## config.mk

```make
export PLATFORM = sky130hd
export DESIGN_NAME = exc_entry_ctrl
export DESIGN_NICKNAME = d
export VERILOG_FILES = /design/src/rtl/exc_entry_pkg.sv /design/src/rtl/exc_pick.sv /design/src/rtl/exc_vector.sv /design/src/rtl/exc_state_save.sv /design/src/rtl/exc_entry_ctrl.sv
export SDC_FILE = /design/constraint.sdc
export NUM_CORES = 1
export LEC_CHECK = 0
export CAP_MARGIN = 20
export CORE_MARGIN = 3
export CORE_UTILIZATION = 44
export CTS_BUF_LIST = sky130_fd_sc_hd__clkbuf_16
export CTS_CLUSTER_SIZE = 24
export DETAILED_ROUTE_END_ITERATION = 10
export GPL_TIMING_DRIVEN = 1
export PLACE_DENSITY = 0.87
export SYNTH_ARGS = -nofsm -noshare
export SYNTH_HDL_FRONTEND = slang
export SYNTH_HIERARCHICAL = 1
export SYNTH_SLANG_ARGS = --single-unit
```

## constraint.sdc

```tcl
create_clock -name clk -period 1.65 [get_ports clk]
set_clock_uncertainty 0.2 [all_clocks]
set_input_delay 0.165 -clock clk [delete_from_list [all_inputs] [get_ports clk]]
set_output_delay 0.165 -clock clk [all_outputs]
set_load 0.05 [all_outputs]
```

## src/rtl/exc_entry_pkg.sv

```systemverilog
package exc_entry_pkg;
   typedef enum logic [1:0] {
      EXC_NONE = 2'd0,
      EXC_PROG = 2'd1,
      EXC_FPU  = 2'd2,
      EXC_SC   = 2'd3
   } exc_kind_e;
endpackage

```

## src/rtl/exc_pick.sv

```systemverilog
module exc_pick
   import exc_entry_pkg::*;
#(
   parameter int XLEN   = 32,
   parameter int FP_BIT = 13
) (
   input  logic            wb_valid,
   input  logic            prog_req,
   input  logic            is_fp,
   input  logic            is_sc,
   input  logic [XLEN-1:0] msr,
   output exc_kind_e       kind,
   output logic [2:0]      sel,
   output logic            take
);
   logic fp_off;
   assign fp_off = ~msr[FP_BIT];

   always_comb begin
      sel  = 3'b000;
      kind = EXC_NONE;
      if (wb_valid) begin
         if (prog_req) begin
            sel[0] = 1'b1;
            kind   = EXC_PROG;
         end else if (is_fp && fp_off) begin
            sel[1] = 1'b1;
            kind   = EXC_FPU;
         end else if (is_sc) begin
            sel[2] = 1'b1;
            kind   = EXC_SC;
         end
      end
   end

   assign take = |sel;
endmodule

```

## src/rtl/exc_vector.sv

```systemverilog
module exc_vector
   import exc_entry_pkg::*;
#(
   parameter int XLEN     = 32,
   parameter int PREFIX_W = 16,
   parameter int OFFSET_W = 12,
   parameter int ALIGN_W  = 4
) (
   input  exc_kind_e           kind,
   input  logic [PREFIX_W-1:0] prefix,
   input  logic [OFFSET_W-1:0] off_prog,
   input  logic [OFFSET_W-1:0] off_fpu,
   input  logic [OFFSET_W-1:0] off_sc,
   output logic [XLEN-1:0]     vec
);
   localparam int SUM_W = PREFIX_W + OFFSET_W + ALIGN_W;

   if (SUM_W != XLEN) begin : g_bad_width
      $error("exc_vector: prefix, offset and alignment widths must add up to XLEN");
   end

   logic [OFFSET_W-1:0] off_sel;

   always_comb begin
      unique case (kind)
         EXC_PROG: off_sel = off_prog;
         EXC_FPU:  off_sel = off_fpu;
         EXC_SC:   off_sel = off_sc;
         default:  off_sel = '0;
      endcase
   end

   assign vec = {prefix, off_sel, {ALIGN_W{1'b0}}};
endmodule

```

## src/rtl/exc_state_save.sv

```systemverilog
module exc_state_save
   import exc_entry_pkg::*;
#(
   parameter int XLEN         = 32,
   parameter int ILEN_BYTES   = 4,
   parameter int CE_BIT       = 17,
   parameter int ME_BIT       = 12,
   parameter int DE_BIT       = 9,
   parameter int SYN_W        = 5,
   parameter bit HAS_SYNDROME = 1'b1
) (
   input  logic             clk,
   input  logic             rst_n,
   input  logic             take,
   input  exc_kind_e        kind,
   input  logic [XLEN-1:0]  pc,
   input  logic [XLEN-1:0]  msr,
   input  logic [XLEN-1:0]  vec,
   input  logic [SYN_W-1:0] syn_in,
   output logic             redirect_valid,
   output logic [XLEN-1:0]  redirect_pc,
   output logic             flush,
   output logic             msr_we,
   output logic [XLEN-1:0]  msr_next,
   output logic [XLEN-1:0]  srr0,
   output logic [XLEN-1:0]  srr1,
   output logic [SYN_W-1:0] syndrome
);
   localparam logic [XLEN-1:0] KEEP_MASK =
      (XLEN'(1) << CE_BIT) | (XLEN'(1) << ME_BIT) | (XLEN'(1) << DE_BIT);
   localparam logic [XLEN-1:0] STEP = XLEN'(ILEN_BYTES);

   if (CE_BIT >= XLEN || ME_BIT >= XLEN || DE_BIT >= XLEN) begin : g_bad_bits
      $error("exc_state_save: kept machine-state bits must lie inside XLEN");
   end

   logic [XLEN-1:0] ret_addr;
   assign ret_addr = (kind == EXC_SC) ? (pc + STEP) : pc;

   always_ff @(posedge clk or negedge rst_n) begin
      if (!rst_n) begin
         redirect_valid <= 1'b0;
         flush          <= 1'b0;
         msr_we         <= 1'b0;
         redirect_pc    <= '0;
         msr_next       <= '0;
         srr0           <= '0;
         srr1           <= '0;
      end else begin
         redirect_valid <= take;
         flush          <= take;
         msr_we         <= take;
         if (take) begin
            redirect_pc <= vec;
            msr_next    <= msr & KEEP_MASK;
            srr0        <= ret_addr;
            srr1        <= msr;
         end
      end
   end

   if (HAS_SYNDROME) begin : g_syn
      always_ff @(posedge clk or negedge rst_n) begin
         if (!rst_n)
            syndrome <= '0;
         else if (take && kind == EXC_PROG)
            syndrome <= syn_in;
      end
   end else begin : g_no_syn
      logic unused_syn;
      assign unused_syn = ^syn_in;
      assign syndrome   = '0;
   end
endmodule

```

## src/rtl/exc_entry_ctrl.sv

```systemverilog
module exc_entry_ctrl
   import exc_entry_pkg::*;
#(
   parameter int XLEN         = 32,
   parameter int PREFIX_W     = 16,
   parameter int OFFSET_W     = 12,
   parameter int ALIGN_W      = 4,
   parameter int ILEN_BYTES   = 4,
   parameter int FP_BIT       = 13,
   parameter int CE_BIT       = 17,
   parameter int ME_BIT       = 12,
   parameter int DE_BIT       = 9,
   parameter int CRF_W        = 3,
   parameter bit HAS_SYNDROME = 1'b1
) (
   input  logic                clk,
   input  logic                rst_n,
   input  logic                wb_valid,
   input  logic [XLEN-1:0]     wb_pc,
   input  logic                wb_prog_req,
   input  logic                wb_is_fp,
   input  logic                wb_is_sc,
   input  logic                wb_cr_upd,
   input  logic                wb_cr_cmp,
   input  logic [CRF_W-1:0]    wb_cr_fld,
   input  logic [XLEN-1:0]     msr,
   input  logic [PREFIX_W-1:0] vec_prefix,
   input  logic [OFFSET_W-1:0] off_prog,
   input  logic [OFFSET_W-1:0] off_fpu,
   input  logic [OFFSET_W-1:0] off_sc,
   output logic                wb_kill,
   output logic                redirect_valid,
   output logic [XLEN-1:0]     redirect_pc,
   output logic                flush,
   output logic                msr_we,
   output logic [XLEN-1:0]     msr_next,
   output logic [XLEN-1:0]     srr0,
   output logic [XLEN-1:0]     srr1,
   output logic [CRF_W+1:0]    syndrome
);
   localparam int SYN_W = CRF_W + 2;

   if (FP_BIT >= XLEN) begin : g_bad_fp
      $error("exc_entry_ctrl: FP_BIT outside XLEN");
   end

   exc_kind_e        kind;
   logic [2:0]       sel;
   logic             take;
   logic [XLEN-1:0]  vec;
   logic [SYN_W-1:0] syn_in;

   assign syn_in  = {wb_cr_upd, wb_cr_cmp, wb_cr_fld};
   assign wb_kill = take;

   exc_pick #(.XLEN(XLEN), .FP_BIT(FP_BIT)) u_pick (
      .wb_valid (wb_valid),
      .prog_req (wb_prog_req),
      .is_fp    (wb_is_fp),
      .is_sc    (wb_is_sc),
      .msr      (msr),
      .kind     (kind),
      .sel      (sel),
      .take     (take)
   );

   exc_vector #(.XLEN(XLEN), .PREFIX_W(PREFIX_W), .OFFSET_W(OFFSET_W),
                .ALIGN_W(ALIGN_W)) u_vec (
      .kind     (kind),
      .prefix   (vec_prefix),
      .off_prog (off_prog),
      .off_fpu  (off_fpu),
      .off_sc   (off_sc),
      .vec      (vec)
   );

   exc_state_save #(.XLEN(XLEN), .ILEN_BYTES(ILEN_BYTES), .CE_BIT(CE_BIT),
                    .ME_BIT(ME_BIT), .DE_BIT(DE_BIT), .SYN_W(SYN_W),
                    .HAS_SYNDROME(HAS_SYNDROME)) u_save (
      .clk            (clk),
      .rst_n          (rst_n),
      .take           (take),
      .kind           (kind),
      .pc             (wb_pc),
      .msr            (msr),
      .vec            (vec),
      .syn_in         (syn_in),
      .redirect_valid (redirect_valid),
      .redirect_pc    (redirect_pc),
      .flush          (flush),
      .msr_we         (msr_we),
      .msr_next       (msr_next),
      .srr0           (srr0),
      .srr1           (srr1),
      .syndrome       (syndrome)
   );
endmodule

```

==> reports/metrics.yaml, run 1 <==
clocking:
  clk_pin_slew_ns: 0.07
  cts_root_buffer: "clkbuf_16"
  htree_levels: 3
  cts_tree: "yes"
  cts_sinks: 102
  insertion_delay_ns: 0.33
  clockBufferDepth: 2
  numCtsBuffers: 9
critical_path:
  critPathRequiredTime_ns: 1.71
  regToRegStartpoint: "u_save/srr0[13]"
  worstPathArrival_ns: 1.87
  worstReg2RegEnd: "u_save/srr0[13]"
  r2r_setup_slack_ns: 0.56
  startpoint_type: "primary input"
  reg2reg_depth: 2
  crit_type: "in -> reg"
  cp_max_fo: 8
  cp-end-kind: "register"
timing:
  rsz0062_at_grt: "true"
  setup_ws_ns: -0.1591
  setup_viol_count_final: 19
  post-route-period-util_pct: 109.6
  post-route-min-period_ns: 1.809
  max_freq_mhz: 552.7
  slew_viol_final: 0
  hold_violations: 0
  fin_tns_setup_ns: -1.663
yosys:
  synth_cells: 448
  syn_area_per_cell_um2: 11.63
  yosysWarningCount: 6
  synth_area_mm2: 0.005210
floorplan:
  die_h_um: 114.8
  io_pins: 264
  rows: 39
  core_area_mm2: 0.01152
  start_util_pct: 45.24
  die_area_mm2: 0.01318
  die_w_um: 114.8
pwr:
  power.total_w: 0.008395
  leakage_nw: 3.856
  cellPowerDensity_mw_per_mm2: 991.5
  ir_drop_v: 0.0006569
grt:
  grt_pass1_vias: 4742
  antenna_found_initial: 1
  overflow: 0
  grt_pass1_wl_um: 24020
  gr-usage-all-layers_pct: 23.31
  grt_start_max_net_pins: 47
layout:
  fin_cells: 889
  area_growth_pct: 62.51
  nets: 867
  fillers: 748
  multi_input_area_mm2: 0.002517
  drive_gt1_share_pct: 47.04
  seqCellArea_mm2: 0.002552
route:
  vias_per_cell: 5.202
  wl_met2_um: 8453
  highest_layer: "met4"
  routed-wl-met3_um: 1221
  drc: 0
  ant_nets: 0
  drt-met1-wl_um: 5978
  avgRoutedWirePerCell_um: 18.10
  drt_iter0_markers: 322
  via_count: 4625
  wirelength_um: 16090
  drtPass1Iterations: 5
placed_design:
  pre_cts_ws_ns: -0.9913
  gp_congestion: 0.8773
  hpwl_um: 11560
  placed_cells_incl_taps: 838
  numPortBuffers: 234
min_path:
  min_to: "u_save/srr0[12]"
  worstHoldStart: "wb_pc[12]"
  hold_depth: 4
  hold_path_class: "in -> reg"
job:
  cap_violations: 0
status:
  violations: "negative setup slack"
  status: "finished with violations"
## critical path: stages
cell	delay (ns)
buf_6	0.09
nand2b_4	0.15
a21oi_4	0.18
nand3_4	0.11
buf_4	0.15
buf_6	0.12
or2_4	0.26
or4_1	0.48
a31oi_1	0.15
## area by class of cell
cell class / count / share of cell area [%]
inverter: 5 / 0.2217
clock buffer: 9 / 2.660
multi-input combinational: 296 / 29.73
tap: 143 / 2.113
antenna: 2 / 0.05911
timing repair buffer: 325 / 34.49
sequential: 102 / 30.15
clock inverter: 7 / 0.5763
## registers in the layout, indices dropped and copies added (netlist names)
name                flops
u_save/srr0            32
u_save/syndrome         5
u_save/msr_we           1
u_save/srr1            32
u_save/redirect_pc     32
## worst max-delay path by stage
stage	depth (start not counted)	slack, ns	startpoint	endpoint
3_5_place_dp	7	-0.99	wb_valid	u_save/srr0[31]
2_1_floorplan	7	-0.50	msr[13]	u_save/srr0[31]
4_1_cts	7	-0.11	msr[13]	u_save/srr0[31]
3_3_place_gp	7	-0.93	wb_valid	u_save/srr0[31]
5_1_grt	7	-0.22	msr[13]	u_save/srr0[31]
6_report	9	-0.16	msr[13]	u_save/srr0[25]
## report_power, final
part	switching (W)	total, W	leakage (nW)	internal (W)
combinational	0.00207	0.00335	2.53	0.00129
sequential	0.000220	0.00306	1.20	0.00284
clock	0.000955	0.00199	0.132	0.00103
## placed cells by master, fill, tap and decap left out, types with 3 or more instances in the layout
cell type,n
nor4_4,4
o31ai_1,10
buf_6,15
clkbuf_16,9
or4_1,10
inv_6,3
conb_1,33
nor2_1,29
a22o_1,12
nand3_2,3
mux2_2,63
a31oi_1,16
xor2_1,5
buf_2,6
xnor2_1,5
buf_4,176
dlygate4sd2_1,13
clkdlybuf4s50_1,99
dfrtp_1,102
nand4_1,7
and3_1,8
inv_1,4
or4_4,6
a21oi_2,12
mux2_4,20
nand2_1,12
nand3_1,5
buf_12,12
## layer usage
| layer | global-route usage, % | vias to the layer above |
|---|---|---|
| met1 | 26.68 | 2227 |
| met3 | 4.474 | 42 |
| li1 | - | 2123 |
| met4 | 8.998 | 0 |
| met2 | 42.92 | 233 |
| met5 | 0 | - |
## per-stage QoR
stage | instance area [um^2] | utilization, % | hold WS, ns
2_1_floorplan | 5559 | - | -0.3306
3_3_place_gp | 7769 | 67.46 | -0.1285
3_5_place_dp | 7769 | 67.46 | -0.1208
4_1_cts | 8238 | 71.53 | 0.007131
5_1_grt | 8464 | 73.50 | 0.02494
6_report | 8467 | 73.52 | 0.01867
## repair_timing
action | CTS | global route
setup endpoints to repair | 101 | 41
cloned | 3 | 1
resized for setup | 92 | 28
endpoints found under the hold margin | 103 | 0
setup buffers | 8 | 21
hold buffers | 2 | 0
pin swaps | 23 | 13
(Power assumes the default switching activity.)
==> inputs of run 2 (changes only) <==
- CORE_ASPECT_RATIO: unset -> 2
- TNS_END_PERCENT: unset -> 5
==> reports/metrics.yaml, run 2 (synthesis results as in run 1) <==
critical_path:
  critPathRequiredTime_ns: 1.70
  crit_type: "in -> reg"
  cp_max_fo: 7
  reg2reg_depth: 1
  r2r_setup_slack_ns: 0.49
  startpoint_type: "primary input"
  worstPathArrival_ns: 1.85
  cp-end-kind: "register"
placed_design:
  numPortBuffers: 234
  pre_cts_ws_ns: -1.081
  hpwl_um: 12730
  gp_congestion: 0.9169
  placed_cells_incl_taps: 845
  placedInstanceArea_mm2: 0.007747
route:
  vias_per_cell: 5.373
  drt_iter0_markers: 151
  via_count: 4701
  drtPass1Iterations: 4
  ant_nets: 0
  wirelength_um: 16990
  drc: 0
  avgRoutedWirePerCell_um: 19.42
layout:
  fillers: 792
  fin_cells: 875
  nets: 857
  area_growth_pct: 58.41
  final_cell_mix: "buf_4 (170), dfrtp_1 (102), clkdlybuf4s50_1 (99), mux2_2 (73), conb_1 (33)"
  drive_gt1_share_pct: 44.34
  diodes: 0
  top_regs: "u_save/redirect_pc (32), u_save/srr0 (32), u_save/srr1 (32)"
  fin_util_pct: 72.25
  layout_commonest_cell: "buf_4"
  design_area_mm2: 0.008253
timing:
  setup_ws_ns: -0.1513
  rsz0062_at_grt: "true"
  worst_slew_pin_slew_ns: 0.5456
  hold_violations: 0
  relSlewSlack_pct: 63.62
  max_freq_mhz: 555.2
  post-route-period-util_pct: 109.2
  fin_tns_setup_ns: -1.842
  post-route-min-period_ns: 1.801
  setup_viol_count_final: 19
  slew_viol_final: 0
pwr:
  leakage_nw: 3.746
  cellPowerDensity_mw_per_mm2: 1015
  ir_drop_v: 0.0007352
floorplan:
  start_util_pct: 45.61
  die_h_um: 159.9
  die_w_um: 82.95
  rows: 55
  core_area_mm2: 0.01142
  die_area_mm2: 0.01326
  io_pins: 264
grt:
  busiest_layer: "met2"
  grt_util_met3_pct: 4.027
  grt_pass1_vias: 5073
  grt.met1_usage_pct: 24.92
  grt_pass1_wl_um: 26920
  grt_start_max_net_pins: 103
  use_met2_pct: 48.43
  overflow: 0
  gr-usage-all-layers_pct: 25.39
  antenna_found_initial: 0
min_path:
  hold_path_class: "in -> reg"
  hold_depth: 4
clocking:
  cts_root_buffer: "clkbuf_16"
  insertion_delay_ns: 0.33
  cts_sinks: 102
  cts_tree: "yes"
  htree_levels: 3
  clockBufferDepth: 2
  numCtsBuffers: 9
  clk_pin_slew_ns: 0.07
job:
  cap_violations: 0
status:
  status: "finished with violations"
  violations: "negative setup slack"
==> run 2: cell count changes in the layout (fill, tap and decap cells not counted), moves of 6 or more <==
cell / before / now
a21oi_1: 2 / 14
buf_4: 176 / 170
mux2_2: 63 / 73
a21oi_2: 12 / 0
buf_6: 15 / 9
mux2_4: 20 / 10
==> run 2: critical path, cell delays in order <==
cell and delay, ns:
dlygate4sd2_1 0.27, nand3_2 0.12, or4_4 0.55, or4_1 0.54
a31oi_1 0.20
==> run 2: final cells by class <==
class	instances	area, um^2	area share, %
repair buffers	315	2798	33.90
flip-flops and latches	102	2552	30.93
multi-input cells	296	2419	29.31
clock buffers	9	225.2	2.729
well taps	142	177.7	2.153
clock inverters	6	62.56	0.7580
inverters	5	18.77	0.2274
==> run 2: metrics by stage <==
stage,total power [W],hold slack [ns]
2_1_floorplan,0.005084,-0.3306
3_3_place_gp,0.006248,0.05972
3_5_place_dp,0.006340,0.07114
4_1_cts,0.008426,0.05231
5_1_grt,0.008694,0.08174
6_report,0.008373,0.06560
==> run 2: path summary, 6_finish.rpt <==
check                                        from                     end
hold / removal                          wb_pc[10]         u_save/srr0[10]
hold reg to reg            u_save/redirect_pc[25]  u_save/redirect_pc[25]
max in group asynchronous                   rst_n         u_save/srr0[24]
min in group asynchronous                   rst_n         u_save/srr1[17]
setup reg to reg                  u_save/srr0[30]         u_save/srr0[30]
setup / recovery                        wb_pc[15]         u_save/srr0[26]
==> run 2: per-layer routing <==
| layer | vias up | wire length, um | part of all wire [%] |
|---|---|---|---|
| met3 | 69 | 829 | 4.9 |
| met5 | - | 0 | 0 |
| met1 | 2277 | 5531 | 33 |
| met2 | 256 | 9574 | 56 |
| li1 | 2099 | - | - |
| met4 | 0 | 1057 | 6.2 |
==> run 2: where the power goes <==
group          total (W)  switching [W]  leakage [nW]  internal (W)
sequential       0.00304       0.000205          1.20       0.00284
combinational    0.00327        0.00207          2.41       0.00120
clock            0.00206       0.000893         0.137       0.00117
==> run 2: timing repair <==
item,CTS,global route
buffers inserted,8,1
pin swaps,29,11
resized for setup,95,6
setup endpoints to repair,102,27
gates cloned,3,0
hold buffers,3,0
hold endpoints to repair,104,0
